$ cat config.mk
export PLATFORM = sky130hd
export DESIGN_NAME = bias_ladder_timer
export DESIGN_NICKNAME = d
export VERILOG_FILES = /design/src/rtl/bias_ladder_pkg.sv /design/src/rtl/blt_slot_timer.sv /design/src/rtl/blt_cfg_shadow.sv /design/src/rtl/blt_ladder_drive.sv /design/src/rtl/bias_ladder_timer.sv
export SDC_FILE = /design/constraint.sdc
export NUM_CORES = 1
export LEC_CHECK = 0
export BUFFER_PORTS_ARGS = -buffer_cell sky130_fd_sc_hd__buf_2
export CAP_MARGIN = 20
export CORE_MARGIN = 5
export CORE_UTILIZATION = 47
export DETAILED_ROUTE_END_ITERATION = 12
export PLACE_DENSITY = 0.73
export RECOVER_POWER = 25
export REMOVE_ABC_BUFFERS = 1
export SYNTH_ARGS = -nofsm -noshare
export SYNTH_HDL_FRONTEND = slang
export SYNTH_HIERARCHICAL = 1
export SYNTH_SLANG_ARGS = --single-unit
$ cat constraint.sdc
create_clock -name clk_i -period 1.85 [get_ports clk_i]
set_input_delay 0.555 -clock clk_i [delete_from_list [all_inputs] [get_ports clk_i]]
set_output_delay 0.555 -clock clk_i [all_outputs]
set_load 0.01 [all_outputs]
$ cat src/rtl/bias_ladder_pkg.sv
package bias_ladder_pkg;

  localparam int unsigned NUM_LADDERS = 3;

  typedef enum logic [1:0] {
    LADDER_OFF  = 2'b00,
    LADDER_LOW  = 2'b01,
    LADDER_MED  = 2'b10,
    LADDER_HIGH = 2'b11
  } ladder_sel_e;

endpackage

$ cat src/rtl/blt_slot_timer.sv
module blt_slot_timer #(
  parameter int unsigned SLOT_LEN = 16,
  localparam int unsigned CNT_W = $clog2(SLOT_LEN)
) (
  input  logic             clk_i,
  input  logic             rst_ni,
  input  logic             edge_i,
  output logic             started_o,
  output logic [CNT_W-1:0] cnt_o,
  output logic             slot_start_o
);

  localparam int unsigned LAST = SLOT_LEN - 1;

  logic             started_q;
  logic [CNT_W-1:0] cnt_q;
  logic             at_last;

  assign at_last = (cnt_q == CNT_W'(LAST));

  always_ff @(posedge clk_i or negedge rst_ni) begin
    if (!rst_ni) begin
      started_q <= 1'b0;
      cnt_q     <= '0;
    end else if (edge_i) begin
      started_q <= 1'b1;
      cnt_q     <= '0;
    end else if (started_q) begin
      cnt_q <= at_last ? '0 : cnt_q + CNT_W'(1);
    end
  end

  // strobe and wrap on the same edge collapse into one start
  assign slot_start_o = edge_i | (started_q & at_last);
  assign started_o    = started_q;
  assign cnt_o        = cnt_q;

endmodule

$ cat src/rtl/blt_cfg_shadow.sv
module blt_cfg_shadow #(
  parameter int unsigned LEN_W  = 3,
  parameter int unsigned TRIM_W = 3
) (
  input  logic              clk_i,
  input  logic              rst_ni,
  input  logic              load_i,
  input  logic [LEN_W-1:0]  len_i,
  input  logic [1:0]        sel_a_i,
  input  logic [1:0]        sel_b_i,
  input  logic [TRIM_W-1:0] trim_i,
  output logic [LEN_W-1:0]  len_o,
  output logic [1:0]        sel_a_o,
  output logic [1:0]        sel_b_o,
  output logic [TRIM_W-1:0] trim_o
);

  always_ff @(posedge clk_i or negedge rst_ni) begin
    if (!rst_ni) begin
      len_o   <= '0;
      sel_a_o <= '0;
      sel_b_o <= '0;
      trim_o  <= '0;
    end else if (load_i) begin
      len_o   <= len_i;
      sel_a_o <= sel_a_i;
      sel_b_o <= sel_b_i;
      trim_o  <= trim_i;
    end
  end

endmodule

$ cat src/rtl/blt_ladder_drive.sv
module blt_ladder_drive
  import bias_ladder_pkg::*;
#(
  parameter int unsigned CNT_W  = 4,
  parameter int unsigned LEN_W  = 3,
  parameter int unsigned TRIM_W = 3
) (
  input  logic                   clk_i,
  input  logic                   rst_ni,
  input  logic                   off_i,
  input  logic                   started_i,
  input  logic [CNT_W-1:0]       cnt_i,
  input  logic [LEN_W-1:0]       len_i,
  input  logic [1:0]             sel_a_i,
  input  logic [1:0]             sel_b_i,
  input  logic [TRIM_W-1:0]      trim_i,
  output logic [NUM_LADDERS-1:0] en_o,
  output logic [TRIM_W-1:0]      trim_o
);

  localparam int unsigned CMP_W = (LEN_W > CNT_W) ? LEN_W : CNT_W;

  logic        off_q;
  logic        phase_a;
  logic        live;
  ladder_sel_e sel_cur;

  // off is registered so every enable change lands on a clock edge
  always_ff @(posedge clk_i or negedge rst_ni) begin
    if (!rst_ni) off_q <= 1'b0;
    else         off_q <= off_i;
  end

  assign phase_a = (CMP_W'(len_i) > CMP_W'(cnt_i));
  assign sel_cur = ladder_sel_e'(phase_a ? sel_a_i : sel_b_i);
  assign live    = started_i & ~off_q;

  for (genvar i = 0; i < NUM_LADDERS; i++) begin : g_en
    assign en_o[i] = live & (2'(sel_cur) == 2'(i + 1));
  end

  assign trim_o = (live && sel_cur != LADDER_OFF) ? trim_i : '0;

endmodule

$ cat src/rtl/bias_ladder_timer.sv
module bias_ladder_timer
  import bias_ladder_pkg::*;
#(
  parameter int unsigned SLOT_LEN = 16,
  parameter int unsigned LEN_W    = 3,
  parameter int unsigned TRIM_W   = 3
) (
  input  logic                   clk_i,
  input  logic                   rst_ni,
  input  logic                   seg_edge_i,
  input  logic                   bias_off_i,
  input  logic [LEN_W-1:0]       burst_len_i,
  input  logic [1:0]             sel_a_i,
  input  logic [1:0]             sel_b_i,
  input  logic [TRIM_W-1:0]      trim_i,
  output logic [NUM_LADDERS-1:0] ladder_en_o,
  output logic [TRIM_W-1:0]      trim_o
);

  localparam int unsigned CNT_W = $clog2(SLOT_LEN);

  logic              started;
  logic [CNT_W-1:0]  cnt;
  logic              slot_start;
  logic [LEN_W-1:0]  sh_len;
  logic [1:0]        sh_sel_a;
  logic [1:0]        sh_sel_b;
  logic [TRIM_W-1:0] sh_trim;

  blt_slot_timer #(.SLOT_LEN(SLOT_LEN)) u_timer (
    .clk_i        (clk_i),
    .rst_ni       (rst_ni),
    .edge_i       (seg_edge_i),
    .started_o    (started),
    .cnt_o        (cnt),
    .slot_start_o (slot_start)
  );

  blt_cfg_shadow #(.LEN_W(LEN_W), .TRIM_W(TRIM_W)) u_shadow (
    .clk_i   (clk_i),
    .rst_ni  (rst_ni),
    .load_i  (slot_start),
    .len_i   (burst_len_i),
    .sel_a_i (sel_a_i),
    .sel_b_i (sel_b_i),
    .trim_i  (trim_i),
    .len_o   (sh_len),
    .sel_a_o (sh_sel_a),
    .sel_b_o (sh_sel_b),
    .trim_o  (sh_trim)
  );

  blt_ladder_drive #(.CNT_W(CNT_W), .LEN_W(LEN_W), .TRIM_W(TRIM_W)) u_drive (
    .clk_i     (clk_i),
    .rst_ni    (rst_ni),
    .off_i     (bias_off_i),
    .started_i (started),
    .cnt_i     (cnt),
    .len_i     (sh_len),
    .sel_a_i   (sh_sel_a),
    .sel_b_i   (sh_sel_b),
    .trim_i    (sh_trim),
    .en_o      (ladder_en_o),
    .trim_o    (trim_o)
  );

endmodule

==> flow_summary.ini <==
[status]
status = finished with violations
violations = negative setup slack

[placed_design]
place.gp.congestion = 0.843
detailed_place_hpwl_mm = 1.43
place.port_buffers = 19
worst_slack_at_placement_ns = -0.259

[sta]
grt_setup_unrepaired = true
final_period_minus_worst_setup_slack_ns = 2.33
tightestPinTransition_ns = 0.868
totalNegativeSetupSlack_ns = -2.76
timing.final.setup_violations = 6
finalCritPeriodShare_pct = 126
least_setup_slack_across_all_paths_after_layout_ns = -0.483
slew-limit-headroom_pct = 42.1
clock.fmax_mhz = 429
clock-skew-final_ns = 0.00120
timing_max_transition_violations_final = 0
hold_viol_final = 0

[power_and_ir_drop]
post-layout-total-power_uw = 920
max-vdd-ir-drop_uv = 435
power_frac_clock_pct = 25.4
switching_share_pct = 29.8
p_comb_share_pct = 30.9
power.sequential.fraction_pct = 43.7
power.leakage_nw = 0.559
pwr_density_cell_nw_per_um2 = 795
p_int_uw = 646
power.switching_uw = 274

[clock_network]
tritoncts = done
path_clk_slew_ns = 0.10
cts-root-to-sink-buffers = 2
cts_root_buf = clkbuf_4
cts_hold_buffers = 0
clock_latency_ns = 0.28
clock_tree.htree_level_count = 1
cts.sinks = 16
cts_made_buffers = 3

[logic_synthesis]
netlist_area_sq_um = 925
synth_cells = 78
synthXorXnorAreaFrac_pct = 0.947
area_share_of_fa_ha_maj_cells_after_synthesis_pct = 5.41
avgSynthCellArea_sq_um = 11.9
yosys.area_share.simple_pct = 14.9
synth_cell_type_count = 30
synth_top_family_by_area = multiplexers
synthesis.yosys.warnings = 6
yosysSeqAreaShare_pct = 43.3
yosys_register_bits = 16
synth_compound_gate_area_share_pct = 14.6
synthMuxAreaShare_pct = 18.4

[grt]
total_routing_usage_reported_by_global_routing_pct = 14.6
grt_overflow_total = 0
first_global_vias = 678
antenna_found_initial = 0
global_route_wire_length_before_repair_mm = 3.04
grt_start_max_net_pins = 17

[critical_path]
regToRegStartpoint = u_timer/cnt_o[1]
r2r_endpoint = u_shadow/sel_b_o[1]
crit_path_end_kind = output pin
timing.setup.critical_path_class = reg -> out
worst_ep_arrival_time_ns = 1.78
worstPathMaxFanout = 4
required_ns = 1.29
r2r.worst_path.cells = 5
setup.reg_to_reg.worst_slack_ns = 0.15
crit_path_start_kind = register

[route]
wl_mm = 1.86
drt_pre_antenna_iters = 4
drc = 0
postRouteAntennaNets = 0
vias = 677
drtIter0Drc = 8
drt-wirelength-per-cell_um = 13.9
dr_vias_cell = 5.05

[floorplan]
core_region_area_sq_um = 1920
num_rows = 16
die-height_um = 54.4
initial_util_pct = 48.1
design.portCount = 20
die_x_um = 54.4
die_area_sq_um = 2950

[layout]
leading_cell_type_in_the_layout_fill_and_taps_excluded = buf_2
layout.core_utilization_pct = 60.2
diodes_inserted = 0
layout-drive-gt1-share_pct = 50.5
mostFrequentLayoutCells = buf_2, dfrtp_1, mux2_4
area_growth_syn_to_layout_pct = 25.2
nets = 126
layout.filler_cells = 173

[job]
drv_cap = 0

[min_path]
min_path_type = in -> async
-- through the flow --
step	cell area, sq um	hold WS (ns)	cells
finish	1160	0.350	134
global route	1160	0.366	134
CTS	1140	0.179	134
detailed placement	1090	0.493	129
global placement	1090	0.487	129
floorplan	913	0.259	77
-- cell usage after synthesis --
cell | count | area (sq um)
a41o_1 | 1 | 10.0
or2_4 | 1 | 8.76
nand3_1 | 2 | 10.0
or3_1 | 1 | 6.26
nand2_1 | 3 | 11.3
o31a_2 | 1 | 10.0
buf_6 | 1 | 11.3
o31ai_4 | 1 | 21.3
a21boi_1 | 3 | 22.5
mux2_4 | 10 | 150
o21ai_0 | 1 | 5.00
a21oi_1 | 4 | 20.0
or2_1 | 1 | 6.26
mux2i_1 | 2 | 20.0
o211ai_2 | 1 | 12.5
a31oi_1 | 1 | 6.26
xor2_1 | 1 | 8.76
a21oi_2 | 1 | 8.76
inv_1 | 3 | 11.3
dfrtp_1 | 16 | 400
o21ai_1 | 2 | 10.0
nor2_2 | 2 | 12.5
nand4_1 | 1 | 6.26
nand4b_1 | 2 | 17.5
nand2b_1 | 1 | 6.26
nor2_1 | 7 | 26.3
ha_1 | 4 | 50.1
nor2b_4 | 1 | 13.8
o21ai_2 | 1 | 8.76
nor2b_1 | 2 | 12.5
-- layout make-up --
class / instances / area, sq um / share of cell area [%]
repair buffers: 26 / 146 / 12.6
multi-input cells: 58 / 529 / 45.7
clock buffers: 4 / 36.3 / 3.14
flip-flops and latches: 16 / 400 / 34.6
well taps: 27 / 33.8 / 2.92
inverters: 3 / 11.3 / 0.973
-- sequential cells by signal (all words and copies together) (netlist names) --
name and count:
u_shadow/sel_a_o 2, u_timer/started_o 1, u_drive/off_q 1, u_shadow/sel_b_o 2, u_timer/cnt_o 4, u_shadow/trim_o 3
u_shadow/len_o 3
-- logic make-up (layout without fill, tap and decap cells) --
family	after synthesis	count (layout)
simple gates	24	24
compound gates	17	17
flops	16	16
mux	12	12
fa+ha+maj	4	4
buf+inv	4	33
xor+xnor	1	1
-- power groups by stage --
stage / registers [mW] / logic, mW / clock network (mW)
floorplan: 0.405 / 0.180 / 0
global placement: 0.407 / 0.254 / 0
detailed placement: 0.407 / 0.267 / 0
CTS: 0.402 / 0.279 / 0.239
global route: 0.407 / 0.311 / 0.258
finish: 0.402 / 0.284 / 0.234
-- routing by layer --
| layer | wire (um) | vias to the layer above | share of wire, % | global-route usage (%) |
|---|---|---|---|---|
| li1 | - | 337 | - | - |
| met1 | 820 | 329 | 44 | 18.3 |
| met2 | 965 | 9 | 52 | 25.7 |
| met3 | 59 | 2 | 3.2 | 2.45 |
| met4 | 14 | 0 | 0.75 | 3.73 |
| met5 | 0 | - | 0 | 0 |
-- worst max-delay path, stage by stage (launching register included) --
cell	delay, ns
dfrtp_1	0.42
ha_4	0.29
nor2b_4	0.17
o31a_2	0.19
nand4b_1	0.14
a21oi_2	0.15
buf_2	0.14
-- how the worst max path moves through the flow --
stage / from / end / slack [ns] / cells after the start
finish: u_shadow/len_o[1] / ladder_en_o[0] / -0.48 / 6
CTS: u_timer/cnt_o[1] / trim_o[2] / -0.52 / 7
detailed placement: u_shadow/len_o[1] / trim_o[2] / -0.26 / 6
floorplan: u_timer/cnt_o[1] / trim_o[0] / -0.12 / 6
global route: u_timer/cnt_o[1] / trim_o[2] / -0.60 / 7
global placement: u_shadow/len_o[1] / ladder_en_o[2] / -0.17 / 6
-- what timing repair did --
| item | in CTS | in global routing |
|---|---|---|
| endpoints found under the setup margin | 6 | 6 |
| resized for setup | 3 | 3 |
| buffers inserted | 1 | 0 |
| pin swaps | 12 | 3 |
Power figures use the tool's default switching activity.
